$ cat src/rtl/i2c_txn_pkg.sv
package i2c_txn_pkg;

  typedef enum logic [2:0] {
    CMD_START   = 3'd0,
    CMD_SEND    = 3'd1,
    CMD_RX_ACK  = 3'd2,
    CMD_RX_NACK = 3'd3,
    CMD_STOP    = 3'd4,
    CMD_RESET   = 3'd5
  } cmd_e;

  typedef enum logic [1:0] {
    PH_IDLE  = 2'd0,
    PH_SETUP = 2'd1,
    PH_WAIT  = 2'd2
  } phase_e;

  localparam logic [7:0] CODE_MASK     = 8'hF8;
  localparam logic [7:0] EV_START      = 8'h08;
  localparam logic [7:0] EV_RSTART     = 8'h10;
  localparam logic [7:0] EV_WADR_ACK   = 8'h18;
  localparam logic [7:0] EV_WDAT_ACK   = 8'h28;
  localparam logic [7:0] EV_WDAT_NACK  = 8'h30;
  localparam logic [7:0] EV_RADR_ACK   = 8'h40;
  localparam logic [7:0] EV_RDAT_ACK   = 8'h50;
  localparam logic [7:0] EV_RDAT_NACK  = 8'h58;

  localparam int SB_BUSY = 7;
  localparam int SB_TMO  = 6;
  localparam int SB_STA  = 3;
  localparam int SB_ADR  = 2;
  localparam int SB_DAT  = 1;
  localparam int SB_DONE = 0;

endpackage

$ cat src/rtl/i2c_txn_buf.sv
module i2c_txn_buf #(
  parameter int DEPTH = 16,
  parameter int AW    = $clog2(DEPTH)
) (
  input  logic          clk,
  input  logic          we,
  input  logic [AW-1:0] wa,
  input  logic [7:0]    wd,
  input  logic          re_a,
  input  logic [AW-1:0] ra_a,
  output logic [7:0]    qa,
  input  logic [AW-1:0] ra_b,
  output logic [7:0]    qb
);

  logic [7:0] mem [DEPTH];

  // read-first RAM: one write port, two registered read ports
  always_ff @(posedge clk) begin
    if (we) mem[wa] <= wd;
    if (re_a) qa <= mem[ra_a];
    qb <= mem[ra_b];
  end

endmodule

$ cat src/rtl/i2c_txn_tmo.sv
module i2c_txn_tmo #(
  parameter int TMO_CYCLES = 3000000
) (
  input  logic clk,
  input  logic rst,
  input  logic run,
  output logic fire
);

  localparam int CW = $clog2(TMO_CYCLES + 1);

  logic [CW-1:0] cnt;

  always_ff @(posedge clk) begin
    if (rst || !run) cnt <= '0;
    else             cnt <= cnt + CW'(1);
  end

  assign fire = run && (cnt == CW'(TMO_CYCLES - 1));

endmodule

$ cat src/rtl/i2c_txn_react.sv
module i2c_txn_react
  import i2c_txn_pkg::*;
#(
  parameter int LW = 5
) (
  input  logic [7:0]    code,
  input  logic [LW-1:0] idx,
  input  logic [LW-1:0] len,
  input  logic [7:0]    st_in,
  output logic [7:0]    st_out,
  output cmd_e          cmd,
  output logic [LW-1:0] idx_out,
  output logic          send,
  output logic [LW-1:0] send_pos,
  output logic          store,
  output logic          finish
);

  logic [7:0]    c;
  logic [LW-1:0] idx_inc;
  logic [LW-1:0] last_ack;

  assign c        = code & CODE_MASK;
  assign idx_inc  = idx + LW'(1);
  assign last_ack = len - LW'(1);

  always_comb begin
    st_out   = st_in;
    cmd      = CMD_STOP;
    idx_out  = idx;
    send     = 1'b0;
    send_pos = idx;
    store    = 1'b0;
    finish   = 1'b0;
    case (c)
      EV_START, EV_RSTART: begin
        st_out   = 8'h88;
        send     = 1'b1;
        send_pos = '0;
        idx_out  = LW'(1);
        cmd      = CMD_SEND;
      end
      EV_WADR_ACK, EV_WDAT_ACK: begin
        if (c == EV_WADR_ACK) st_out[SB_ADR] = 1'b1;
        else                  st_out[SB_DAT] = 1'b1;
        if (idx < len) begin
          send    = 1'b1;
          idx_out = idx_inc;
          cmd     = CMD_SEND;
        end else begin
          st_out[SB_DONE] = 1'b1;
          st_out[SB_BUSY] = 1'b0;
          finish          = 1'b1;
        end
      end
      EV_WDAT_NACK: begin
        st_out[SB_DONE] = 1'b1;
        st_out[SB_BUSY] = 1'b0;
        finish          = 1'b1;
      end
      EV_RADR_ACK: begin
        st_out[SB_ADR] = 1'b1;
        cmd = (idx < last_ack) ? CMD_RX_ACK : CMD_RX_NACK;
      end
      EV_RDAT_ACK: begin
        st_out[SB_DAT] = 1'b1;
        store   = 1'b1;
        idx_out = idx_inc;
        cmd = (idx_inc < last_ack) ? CMD_RX_ACK : CMD_RX_NACK;
      end
      EV_RDAT_NACK: begin
        st_out[SB_ADR]  = 1'b1;
        st_out[SB_DAT]  = 1'b1;
        st_out[SB_DONE] = 1'b1;
        st_out[SB_BUSY] = 1'b0;
        store   = 1'b1;
        idx_out = idx_inc;
        finish  = 1'b1;
      end
      default: begin
        st_out[SB_BUSY] = 1'b0;
        finish          = 1'b1;
      end
    endcase
  end

endmodule

$ cat src/rtl/i2c_txn_seq.sv
module i2c_txn_seq
  import i2c_txn_pkg::*;
#(
  parameter int DEPTH      = 16,
  parameter int TMO_CYCLES = 3000000,
  parameter int AW         = $clog2(DEPTH),
  parameter int LW         = $clog2(DEPTH + 1)
) (
  input  logic          clk,
  input  logic          rst,
  input  logic          req_valid,
  input  logic          req_read,
  input  logic [6:0]    req_chip,
  input  logic [15:0]   req_reg,
  input  logic [1:0]    req_alen,
  input  logic [LW-1:0] req_plen,
  output logic          req_ack,
  output logic          req_rej,
  input  logic          pl_we,
  input  logic [AW-1:0] pl_idx,
  input  logic [7:0]    pl_data,
  input  logic [AW-1:0] rd_idx,
  output logic [7:0]    rd_data,
  output logic [7:0]    stat,
  output logic          eng_cmd_valid,
  output logic [2:0]    eng_cmd,
  output logic [7:0]    eng_txd,
  input  logic          eng_stat_valid,
  input  logic [7:0]    eng_stat,
  input  logic [7:0]    eng_rxd
);

  localparam int TW = LW + 2;

  phase_e        phase;
  logic [7:0]    stat_q;
  logic [LW-1:0] idx_q, len_q;
  logic          rd_q;
  logic [6:0]    chip_q;
  logic [15:0]   reg_q;
  logic [1:0]    alen_q, pos_q, last_pos;

  logic [TW-1:0] tot_w, tot_r, tot;
  logic          req_ok;

  logic [7:0]    r_st;
  cmd_e          r_cmd;
  logic [LW-1:0] r_idx, r_send_pos;
  logic          r_send, r_store, r_finish;

  logic          tmo_fire;
  logic          ev_take;

  logic          m_we, m_re;
  logic [AW-1:0] m_wa, m_ra;
  logic [7:0]    m_wd;

  assign tot_w    = TW'(req_plen) + TW'(req_alen) + TW'(1);
  assign tot_r    = TW'(req_plen) + TW'(1);
  assign tot      = req_read ? tot_r : tot_w;
  assign req_ok   = (req_alen != 2'd3) && (tot <= TW'(DEPTH));
  assign last_pos = rd_q ? 2'd0 : alen_q;
  assign ev_take  = (phase == PH_WAIT) && eng_stat_valid && !tmo_fire;

  i2c_txn_react #(.LW(LW)) u_react (
    .code     (eng_stat),
    .idx      (idx_q),
    .len      (len_q),
    .st_in    (stat_q),
    .st_out   (r_st),
    .cmd      (r_cmd),
    .idx_out  (r_idx),
    .send     (r_send),
    .send_pos (r_send_pos),
    .store    (r_store),
    .finish   (r_finish)
  );

  i2c_txn_tmo #(.TMO_CYCLES(TMO_CYCLES)) u_tmo (
    .clk  (clk),
    .rst  (rst),
    .run  (phase != PH_IDLE),
    .fire (tmo_fire)
  );

  // single write port: host payload while idle, setup bytes, received bytes
  always_comb begin
    m_we = 1'b0;
    m_wa = pl_idx + AW'(req_alen) + AW'(1);
    m_wd = pl_data;
    case (phase)
      PH_IDLE: m_we = pl_we;
      PH_SETUP: begin
        m_we = 1'b1;
        m_wa = AW'(pos_q);
        case (pos_q)
          2'd0:    m_wd = {chip_q, rd_q};
          2'd1:    m_wd = reg_q[7:0];
          default: m_wd = reg_q[15:8];
        endcase
      end
      default: begin
        m_we = ev_take && r_store && (idx_q < LW'(DEPTH));
        m_wa = AW'(idx_q);
        m_wd = eng_rxd;
      end
    endcase
  end

  assign m_re = ev_take && r_send;
  assign m_ra = AW'(r_send_pos);

  i2c_txn_buf #(.DEPTH(DEPTH), .AW(AW)) u_buf (
    .clk  (clk),
    .we   (m_we),
    .wa   (m_wa),
    .wd   (m_wd),
    .re_a (m_re),
    .ra_a (m_ra),
    .qa   (eng_txd),
    .ra_b (rd_idx + AW'(1)),
    .qb   (rd_data)
  );

  always_ff @(posedge clk) begin
    if (rst) begin
      phase         <= PH_IDLE;
      stat_q        <= '0;
      idx_q         <= '0;
      len_q         <= '0;
      rd_q          <= 1'b0;
      chip_q        <= '0;
      reg_q         <= '0;
      alen_q        <= '0;
      pos_q         <= '0;
      req_ack       <= 1'b0;
      req_rej       <= 1'b0;
      eng_cmd_valid <= 1'b0;
      eng_cmd       <= CMD_STOP;
    end else begin
      req_ack       <= 1'b0;
      req_rej       <= req_valid && (phase != PH_IDLE);
      eng_cmd_valid <= 1'b0;
      if (tmo_fire) begin
        stat_q[SB_BUSY] <= 1'b0;
        stat_q[SB_TMO]  <= 1'b1;
        eng_cmd_valid   <= 1'b1;
        eng_cmd         <= CMD_RESET;
        phase           <= PH_IDLE;
      end else begin
        case (phase)
          PH_IDLE: begin
            if (req_valid) begin
              if (stat_q[SB_TMO]) begin
                req_rej        <= 1'b1;
                stat_q[SB_TMO] <= 1'b0;
              end else if (req_ok) begin
                req_ack <= 1'b1;
                stat_q  <= 8'h80;
                phase   <= PH_SETUP;
                rd_q    <= req_read;
                chip_q  <= req_chip;
                reg_q   <= req_reg;
                alen_q  <= req_alen;
                len_q   <= LW'(tot);
                idx_q   <= '0;
                pos_q   <= '0;
              end else begin
                req_rej <= 1'b1;
              end
            end
          end
          PH_SETUP: begin
            if (pos_q == last_pos) begin
              eng_cmd_valid <= 1'b1;
              eng_cmd       <= CMD_START;
              phase         <= PH_WAIT;
            end else begin
              pos_q <= pos_q + 2'd1;
            end
          end
          default: begin
            if (eng_stat_valid) begin
              stat_q        <= r_st;
              idx_q         <= r_idx;
              eng_cmd_valid <= 1'b1;
              eng_cmd       <= r_cmd;
              if (r_finish) phase <= PH_IDLE;
            end
          end
        endcase
      end
    end
  end

  assign stat = stat_q;

endmodule

$ cat config.mk
export PLATFORM = sky130hd
export DESIGN_NAME = i2c_txn_seq
export DESIGN_NICKNAME = d
export VERILOG_FILES = /design/src/rtl/i2c_txn_pkg.sv /design/src/rtl/i2c_txn_buf.sv /design/src/rtl/i2c_txn_tmo.sv /design/src/rtl/i2c_txn_react.sv /design/src/rtl/i2c_txn_seq.sv
export SDC_FILE = /design/constraint.sdc
export NUM_CORES = 1
export LEC_CHECK = 0
export ABC_CLOCK_PERIOD_IN_PS = 2450
export BUFFER_PORTS_ARGS = -buffer_cell sky130_fd_sc_hd__buf_2
export CAP_MARGIN = 20
export CORE_MARGIN = 5
export CORE_UTILIZATION = 39
export DETAILED_ROUTE_END_ITERATION = 6
export SYNTH_ARGS = -nofsm -noshare
export SYNTH_HDL_FRONTEND = slang
export SYNTH_SLANG_ARGS = --single-unit
$ cat constraint.sdc
create_clock -name clk -period 2.45 [get_ports clk]
set_input_delay 0.1225 -clock clk [delete_from_list [all_inputs] [get_ports clk]]
set_output_delay 0.1225 -clock clk [all_outputs]
set_load 0.005 [all_outputs]
==> metrics.yaml, run 1 <==
timing:
  slew_violations: 0
  finalSetupTns_ns: 0
  fmaxAchievable_ghz: 0.423
  fin_skew_ns: 0.0310
  post-route-period-util_pct: 96.6
  setup_violations: 0
  whs_ns: 0.0416
  relSlewSlack_pct: 59.2
  tightest_slew_ns: 0.610
  period_minus_slack_ns: 2.37
  hold_viol: 0
clock_tree:
  numClockSinks: 218
  htreeDepth: 1
  clkTransAtPathRegs_ns: 0.06
  clockBufferDepth: 3
  numCtsBuffers: 25
  worstSkewPairLatency_ns: 0.54
  cts_tree: "built"
  cts_root_buf: "clkbuf_16"
synth:
  synthDistinctLibCells: 63
  async_flop_share_pct: 0
  netlist_area_sq_um: 10700
  ys_seq_area_share_pct: 53.7
  synth_top_area_share_pct: 38.3
  synth_edf_count: 136
  synth_top_area_cell: "edfxtp_1"
  syn_area_per_cell_sq_um: 12.8
  synth_flop_cell: "edfxtp_1"
  synthTopCellsByArea: "edfxtp_1 38%, dfxtp_1 15%, mux4_2 14%"
  ys_seq_elements: 218
  synth_warnings: 0
  syn-instance-count: 831
  synth.most_common_cell: "edfxtp_1"
  yosys-top-cells-count: "136 x edfxtp_1, 95 x nor2_1, 82 x dfxtp_1, 64 x mux4_2, 60 x mux2i_1"
pwr:
  p_total_mw: 9.50
  clock_power_share_pct: 43.0
  p_int_mw: 7.28
  swShare_pct: 23.4
  p_leak_nw: 5.29
  vdd_drop_max_mv: 0.489
  seq_power_share_pct: 44.2
  p_sw_mw: 2.22
  pwr_density_cell_nw_per_um2: 713
  power_frac_comb_pct: 12.7
placed_design:
  port_buffers: 92
  dp_cells: 1306
  dpl.hpwl_um: 19500
  gp_congestion: 0.818
global_routing:
  grt_pass1_vias: 7673
  grt_max_degree: 41
  grt_overflow: 0
  track_usage_pct: 17.9
  grt_pass1_wl_um: 43300
  antenna_found_initial: 0
floorplanning:
  die_w_um: 175
  start_util_pct: 39.5
  dieArea_sq_um: 30700
  die_h_um: 175
  row_count: 60
  coreArea_sq_um: 27000
  ios: 98
finish:
  stdcell_count: 1382
  drive_above_1_share_pct: 29.0
  regArea_sq_um: 5730
  synthToLayoutAreaGrowth_pct: 25.1
  fill_cells: 2314
  final_nets: 1114
  multi_input_area_sq_um: 4650
  insertedDiodeCount: 0
worst_setup_path:
  cp-end-kind: "register"
  path_class: "primary input to register"
  critPathArrivalTime_ns: 2.82
  cp_slowest_cell: "fa_1"
  critPathMaxFanout: 6
  start_kind: "primary input"
  worst_path_largest_cell_delay_ns: 0.56
  critPathRequiredTime_ns: 2.90
  path_cells: "dlygate4sd3_1, buf_2, inv_1, fa_1, nand2_1, o22ai_2, or3b_4, o311ai_4, a22oi_2, a211o_1, a21oi_1"
drt:
  drt_wl_total_um: 27500
  viasPerCell: 5.45
  vias: 7534
  drc: 0
  drt-pass1-iter-count: 5
  drt_iter0_drc: 634
  detail_route.wl_per_cell_um: 19.9
  ant_nets: 0
worst_hold_path:
  hp-class: "primary input to register"
job:
  maxCapViolations: 0
outcome:
  status: "completed"
timing repair:
item,CTS,global route
hold endpoints to repair,31,0
gates resized for setup,0,7
endpoints found under the setup margin,0,76
setup buffers,0,0
hold buffers,30,0
logic make-up after synthesis:
| logic type | share of synthesized area, % |
|---|---|
| multiplexers | 19.2 |
| AO/OA/AOI/OAI | 7.22 |
| AND/OR/NAND/NOR | 10.9 |
| adder cells (fa/ha/maj) | 3.03 |
| buffers and inverters | 3.05 |
| flip-flops | 53.7 |
| XOR/XNOR | 2.80 |
| other | 0.0352 |
flip-flops by register name, indices dropped and copies added (netlist names):
| signal | cells |
|---|---|
| u_buf.mem | 128 |
| u_tmo.cnt | 22 |
| reg_q | 16 |
| u_buf.qa | 8 |
| u_buf.qb | 8 |
| chip_q | 7 |
| stat | 6 |
| idx_q | 5 |
| len_q | 5 |
| eng_cmd | 3 |
| alen_q | 2 |
| phase | 2 |
| pos_q | 2 |
| eng_cmd_valid | 1 |
| rd_q | 1 |
| req_ack | 1 |
| req_rej | 1 |
final cells by class:
type | count | share of cell area [%]
Sequential cell | 218 | 43.0
Multi-Input combinational cell | 548 | 34.9
Timing Repair Buffer | 209 | 11.4
Clock buffer | 31 | 5.33
Tap cell | 341 | 3.20
Clock inverter | 14 | 1.59
Inverter | 21 | 0.592
final timing paths:
| check | startpoint | to | slack, ns | depth (start not counted) |
|---|---|---|---|---|
| worst min-delay path | rst | idx_q[1] | 0.04 | 4 |
| worst max register to register | len_q[2] | u_buf.qa[5] | 0.14 | 8 |
| worst min register to register | eng_cmd[2] | eng_cmd[2] | 0.44 | 2 |
| worst max-delay path | req_alen[1] | idx_q[0] | 0.08 | 11 |
routing by layer:
metal / part of all wire [%] / vias up / GRT usage, %
met1: 44 / 3715 / 24.2
met4: 1.7 / 0 / 4.48
met5: 0 / - / 0
li1: - / 3535 / -
met3: 6.2 / 35 / 3.12
met2: 48 / 249 / 30.0
placed cells by master, fill, tap and decap left out, drive strengths merged, types with 3 or more instances in the layout:
cell type and instances:
nand3b 4, a211oi 10, ha 21, dfxtp 82
buf 179, o21a 3, edfxtp 136, nor2b 8
and3 10, clkbuf 31, bufinv 5, a22oi 12
nor3 7, nor2 96, inv 23, a31oi 7
xnor2 16, dlygate4sd3 30, mux2i 60, xor2 18
and2 3, a221oi 8, mux4 64, nand2 55
a21oi 32, o21ai 27, nand4bb 3, nand3 36
clkinv 6, nand2b 11, a21o 5
metrics by stage:
step | cell area, sq um | utilization [%] | worst slack [ns]
finish | 13300 | 49.4 | 0.0842
global route | 13300 | 49.4 | -0.0355
CTS | 13300 | 49.2 | 0.0108
detailed placement | 12100 | 44.7 | -0.112
global placement | 12100 | 44.7 | -0.0720
floorplan | 10700 | - | 0.0306
critical path: cells and delay by family:
kind	cells	cell delay [ns]
adder cells (fa/ha/maj)	1	0.56
AND/OR/NAND/NOR	2	0.49
AO/OA/AOI/OAI	5	0.94
buffers and inverters	3	0.72
power groups by stage:
stage	sequential [mW]	combinational (mW)	clock, mW
5_1_grt	4.22	1.32	4.33
2_1_floorplan	4.26	0.707	0
3_5_place_dp	4.28	1.17	0
4_1_cts	4.20	1.21	4.18
6_report	4.20	1.21	4.09
3_3_place_gp	4.27	1.16	0
Note: power is estimated with default switching activity, not from simulation.
==> run 2, diff against run 1 <==
- CTS_CLUSTER_DIAMETER: unset -> 30
- PLACE_DENSITY: unset -> 0.6
==> metrics.yaml, run 2 (synthesis gave the netlist of run 1 again) <==
drt:
  dr_wl_met3_um: 1940  # +14%
  drt_iter0_drc: 616  # -2.8%
  ant_nets: 0  # unchanged
  wl_met2_um: 13600  # +2.4%
  drt_wl_total_um: 28000  # +1.8%
  detail_route.wl_per_cell_um: 19.7  # -1.3%
  vias: 7706  # +2.3%
  drc: 0  # unchanged
  viasPerCell: 5.41  # -0.80%
  highest_layer: "met4"
  drt-met1-wl_um: 11800  # -1.9%
  drt-pass1-iter-count: 5  # unchanged
finish:
  mostFrequentLayoutCell: "edfxtp_1"
  fill_cells: 2257  # -2.5%
  largestRegisters: "u_buf.mem (128), u_tmo.cnt (22), reg_q (16)"
  largest_reg_flops: 128  # unchanged
  drive_above_1_share_pct: 30.9  # +1.9 points
  final_cell_mix: "136 x edfxtp_1, 95 x nor2_1, 92 x buf_2, 82 x dfxtp_1, 78 x buf_4"
  insertedDiodeCount: 0  # unchanged
  final_nets: 1136  # +2.0%
  synthToLayoutAreaGrowth_pct: 31.6
  regMostFlops: "u_buf.mem"
placed_design:
  port_buffers: 92  # unchanged
  gp_congestion: 0.818  # unchanged
  dpl.hpwl_um: 19500  # unchanged
timing:
  slew_violations: 0  # unchanged
  fin_skew_ns: 0.0228  # -0.00822 ns
  post-route-period-util_pct: 94.5  # -2.0 points
  finalSetupTns_ns: 0  # unchanged
  setup_violations: 0  # unchanged
  period_minus_slack_ns: 2.32  # -0.0501 ns
  rsz0062_at_grt: "false"
  fmaxAchievable_ghz: 0.432  # +2.2%
  hold_viol: 0  # unchanged
  tightest_slew_ns: 0.653  # +0.0424 ns
  whs_ns: 0.0372  # -0.00442 ns
  relSlewSlack_pct: 56.3  # -2.8 points
worst_setup_path:
  worst_path_largest_cell_delay_ns: 0.35  # -0.21 ns
  critPathRequiredTime_ns: 2.68  # -0.22 ns
  critPathMaxFanout: 5  # -1
  path_cells: "ha_1, nand2_1, nor2_1, nand3_1, nand4_1, a21oi_1, nand3_1, nor2_1, buf_4"
  path_class: "register to register"
  start_kind: "register"
  critPathArrivalTime_ns: 2.54  # -0.28 ns
  cp-end-kind: "register"
  rr_worst_depth: 9  # +1
  cp_slowest_cell: "a21oi_1"
clock_tree:
  clkTransAtPathRegs_ns: 0.05  # about the same
  cts_tree: "built"
  htreeDepth: 2  # +1
  clockBufferDepth: 3  # unchanged
  numCtsBuffers: 48  # +92%
  numClockSinks: 218  # unchanged
  cts_root_buf: "clkbuf_16"
  worstSkewPairLatency_ns: 0.54  # about the same
global_routing:
  antenna_found_initial: 0  # unchanged
  grt_max_degree: 41  # unchanged
  track_usage_pct: 18.3  # +0.46 points
  grt_pass1_vias: 7950  # +3.6%
  grt_overflow: 0  # unchanged
  grt_pass1_wl_um: 44300  # +2.3%
outcome:
  status: "completed"
pwr:
  power_frac_comb_pct: 10.2  # -2.5 points
  vdd_drop_max_mv: 0.509  # +4.1%
  pwr_density_cell_nw_per_um2: 842  # +18%
  seq_power_share_pct: 35.7  # -8.5 points
  swShare_pct: 23.5  # +0.092 points
  clock_power_share_pct: 54.1  # +11 points
  p_leak_nw: 5.62  # +6.2%
  p_sw_mw: 2.78  # +25%
  p_int_mw: 9.04  # +24%
job:
  maxCapViolations: 0  # unchanged
floorplanning:
  row_count: 60  # unchanged
  coreArea_sq_um: 27000  # unchanged
  ios: 98  # unchanged
  dieArea_sq_um: 30700  # unchanged
  die_w_um: 175  # unchanged
  start_util_pct: 39.5  # unchanged
  die_h_um: 175  # unchanged
worst_hold_path:
  hp-class: "primary input to register"
  hold_depth: 4  # unchanged
## run 2: changes by cell type in the layout (fill, tap and decap cells not counted), sizes merged
cell and delta:
clkbuf +25, clkinv +10, clkinvlp +4, inv +4
bufinv +1, dlygate4sd3 -1
## run 2: final timing paths
kind	start	end	slack, ns
worst min-delay path	rst	idx_q[1]	0.04
worst min register to register	eng_cmd[2]	eng_cmd[2]	0.44
worst max register to register	u_tmo.cnt[0]	u_buf.mem[13][2]	0.13
worst max-delay path	u_tmo.cnt[0]	u_buf.mem[13][2]	0.13
## run 2: per-layer routing
| layer | track usage (%) | vias to the layer above |
|---|---|---|
| li1 | - | 3604 |
| met1 | 23.9 | 3754 |
| met2 | 30.7 | 301 |
| met3 | 3.85 | 47 |
| met4 | 6.02 | 0 |
| met5 | 0 | - |
## run 2: what timing repair did
item	in CTS	in global routing
hold endpoints to repair	30	0
hold buffers	29	0
buffers inserted	0	0
resized for setup	0	3
setup endpoints to repair	0	19
## run 2: layout make-up
class / count / area (sq um) / area share (%)
clock buffers: 56 / 1260 / 9.00
clock inverters: 33 / 378 / 2.69
inverters: 21 / 78.8 / 0.562
multi-input cells: 548 / 4630 / 33.0
flip-flops and latches: 218 / 5730 / 40.8
well taps: 341 / 427 / 3.04
repair buffers: 208 / 1520 / 10.9
## run 2: worst max-delay path, delay by kind of cell (launching register included)
kind	cells	cell delay (ns)
DFF	1	0.31
adders and majority gates	1	0.24
AOI/OAI and AO/OA	1	0.35
buffers and inverters	1	0.24
and+or+nand+nor	6	0.88
## run 2: metrics by stage
stage | total power [mW] | cells | setup WS (ns) | instance area, sq um | util (%)
final | 11.8 | 1425 | 0.134 | 14000 | 52.0
after global routing | 12.2 | 1425 | 0.00101 | 14000 | 52.0
after CTS | 11.9 | 1424 | 0.0369 | 14000 | 51.9
after detailed placement | 5.45 | 1306 | -0.112 | 12100 | 44.7
after global placement | 5.43 | 1306 | -0.0720 | 12100 | 44.7
after floorplan | 4.97 | 832 | 0.0306 | 10700 | -
## run 2: power by group through the flow
stage	Clock, mW	Combinational, mW	Sequential [mW]
global placement	0	1.16	4.27
detailed placement	0	1.17	4.28
CTS	6.51	1.21	4.21
finish	6.40	1.20	4.22
floorplan	0	0.707	4.26
global route	6.68	1.32	4.23
==> run 3, diff against run 2 <==
- ABC_AREA: unset -> 1
- CORE_MARGIN: 5 -> unset
==> metrics.yaml, run 3 <==
outcome:
  status: "completed"
clock_tree:
  clkTransAtPathRegs_ns: 0.04  # about the same
  clockBufferDepth: 3  # unchanged
  htreeDepth: 2  # unchanged
  cts_setup_buffers: 0  # unchanged
  cts_tree: "built"
  numCtsBuffers: 51  # +6.3%
  worstSkewPairLatency_ns: 0.54  # about the same
  numClockSinks: 218  # unchanged
  cts_root_buf: "clkbuf_16"
floorplanning:
  row_count: 61  # +1.7%
  die_h_um: 171  # -2.2%
  ios: 98  # unchanged
  die_w_um: 171  # -2.2%
  dieArea_sq_um: 29400  # -4.3%
  start_util_pct: 40.0  # +0.47 points
  coreArea_sq_um: 28000  # +3.9%
worst_setup_path:
  path_cells: "inv_1, buf_4, o221ai_1, nand3_1, nor2_1, buf_4"
  worst_path_largest_cell_delay_ns: 0.50  # +0.15 ns
  critPathArrivalTime_ns: 2.43  # -0.11 ns
  cp_slowest_cell: "dfxtp_1"
  crit_path_frequent_cell: "buf_4"
  path_buf_inv: 3  # +2
  critPathTopFamily: "buffers and inverters"
  reg2reg_slack_ns: 0.25  # +0.12 ns
  critPathMaxFanout: 19  # +14
  start_kind: "register"
  path_class: "register to register"
  cp-end-kind: "register"
  critPathRequiredTime_ns: 2.68  # about the same
finish:
  drive_above_1_share_pct: 17.3  # -14 points
  final_nets: 1595  # +40%
  regArea_sq_um: 5730  # unchanged
  mostFrequentLayoutCell: "nand2_1"
  multi_input_area_sq_um: 4600  # -0.68%
  regMostFlops: "u_buf.mem"
  insertedDiodeCount: 0  # unchanged
  final_cell_mix: "194 x nand2_1, 157 x o21ai_0, 154 x inv_1, 137 x nor2_1, 136 x edfxtp_1"
  largestRegisters: "u_buf.mem (128), u_tmo.cnt (22), reg_q (16)"
  largest_reg_flops: 128  # unchanged
  synthToLayoutAreaGrowth_pct: 28.7
  postLayoutCellArea_sq_um: 14400  # +2.9%
  fill_cells: 2651  # +17%
global_routing:
  grt_overflow: 0  # unchanged
  grt_pass1_vias: 9685  # +22%
  grt_max_degree: 63  # +54%
  track_usage_pct: 22.2  # +3.9 points
  grt_pass1_wl_um: 50500  # +14%
  antenna_found_initial: 0  # unchanged
drt:
  viasPerCell: 5.22  # -3.6%
  vias: 10035  # +30%
  ant_nets: 0  # unchanged
  drt-pass1-iter-count: 5  # unchanged
  drt_iter0_drc: 796  # +29%
  detail_route.wl_per_cell_um: 16.6  # -16%
  drc: 0  # unchanged
  drt_wl_total_um: 31900  # +14%
synth:
  synth_flop_cell: "edfxtp_1"
  syn_area_per_cell_sq_um: 8.41  # -34%
  synth_top_area_share_pct: 36.4  # -1.9 points
  synth.most_common_cell: "nand2_1"
  synth-compound-area-share_pct: 19.1  # +12 points
  netlist_area_sq_um: 11200  # +5.2%
  synthAdderAreaFrac_pct: 2.70  # -0.33 points
  synth_warnings: 0  # unchanged
  syn-instance-count: 1333  # +60%
  synth_top_family_by_area: "compound AO/OA/AOI/OAI gates"
  synthTopCellsByArea: "edfxtp_1 36%, dfxtp_1 15%, o21ai_0 7.0%"
  synthDistinctLibCells: 38  # -40%
  yosys.area_share.simple_pct: 17.7  # +6.8 points
  yosys-top-cells-count: "194 x nand2_1, 157 x o21ai_0, 154 x inv_1, 137 x nor2_1, 136 x edfxtp_1"
  ys_seq_area_share_pct: 51.1  # -2.6 points
  ys_seq_elements: 218  # unchanged
  async_flop_share_pct: 0  # unchanged
  synth_xor_area_share_pct: 1.41  # -1.4 points
  synth_edf_count: 136  # unchanged
  synth_top_area_cell: "edfxtp_1"
  synth.mux.area_fraction_pct: 0  # -19 points
timing:
  fmaxAchievable_ghz: 0.455  # +5.3%
  relSlewSlack_pct: 59.4  # +3.0 points
  setup_violations: 0  # unchanged
  finalSetupTns_ns: 0  # unchanged
  period_minus_slack_ns: 2.20  # -0.116 ns
  tightest_slew_ns: 0.606  # -0.0472 ns
  post-route-period-util_pct: 89.8  # -4.7 points
  fin_skew_ns: 0.0139  # -0.00893 ns
  slew_violations: 0  # unchanged
  rsz0062_at_grt: "false"
  whs_ns: 0.0141  # -0.0231 ns
  hold_viol: 0  # unchanged
job:
  maxCapViolations: 0  # unchanged
placed_design:
  dpl.hpwl_um: 21700  # +11%
  gp_congestion: 0.858  # +4.9%
  dpl_cell_area_sq_um: 12400  # +3.1%
  port_buffers: 92  # unchanged
pwr:
  vdd_drop_max_mv: 0.585  # +15%
  pwr_density_cell_nw_per_um2: 1230  # +46%
  p_leak_nw: 5.78  # +2.8%
worst_hold_path:
  hp-class: "primary input to register"
-- run 3: final cells by class --
class / count / area share [%]
clock buffers: 62 / 9.86
clock inverters: 33 / 2.11
inverters: 161 / 4.19
multi-input cells: 889 / 31.9
flip-flops and latches: 218 / 39.7
well taps: 378 / 3.28
repair buffers: 183 / 9.00
-- run 3: power by group --
part | switching [mW] | leakage, nW | internal, mW
clock network | 2.16 | 0.828 | 4.45
logic | 3.96 | 3.04 | 1.91
registers | 0.259 | 1.91 | 4.97
total | 6.38 | 5.78 | 11.3
-- run 3: routing by layer --
metal / track usage [%] / part of all wire, %
met5: 0 / 0
met4: 9.39 / 3.1
met3: 3.43 / 6.4
met2: 36.0 / 46
met1: 29.4 / 44
-- run 3: cell families (layout without fill, tap and decap cells) --
family | after synthesis | count (layout)
flip-flops | 218 | 218
buffers and inverters | 227 | 439
XOR/XNOR | 18 | 18
other | 1 | 2
adder cells (fa/ha/maj) | 23 | 23
AND/OR/NAND/NOR | 461 | 461
AO/OA/AOI/OAI | 385 | 385
-- run 3: timing repair --
item                       CTS  global route
hold endpoints to repair    34             0
hold buffers                27             0
setup endpoints to repair    0            66
gates resized for setup      0             1
-- run 3: worst paths after layout --
kind,cells after the start,endpoint,from
worst max-delay path,6,u_buf.mem[1][4],idx_q[0]
worst min-delay path,5,alen_q[0],req_alen[0]
worst max register to register,6,u_buf.mem[1][4],idx_q[0]
worst min register to register,2,stat[0],stat[0]
-- run 3: worst register-to-register path, cell delays in order, from the launching register on --
cell and delay (ns):
dfxtp_1 0.50, inv_1 0.14, buf_4 0.26, o221ai_1 0.39
nand3_1 0.24, nor2_1 0.16, buf_4 0.21
-- run 3: through the flow --
stage / setup WS (ns) / total power [mW] / std cells / util (%)
floorplan: 0.277 / 8.84 / 1334 / -
global placement: 0.149 / 11.0 / 1802 / 44.4
detailed placement: 0.126 / 11.1 / 1802 / 44.4
CTS: 0.192 / 17.8 / 1924 / 51.5
global route: 0.0280 / 18.7 / 1924 / 51.5
finish: 0.250 / 17.7 / 1924 / 51.5
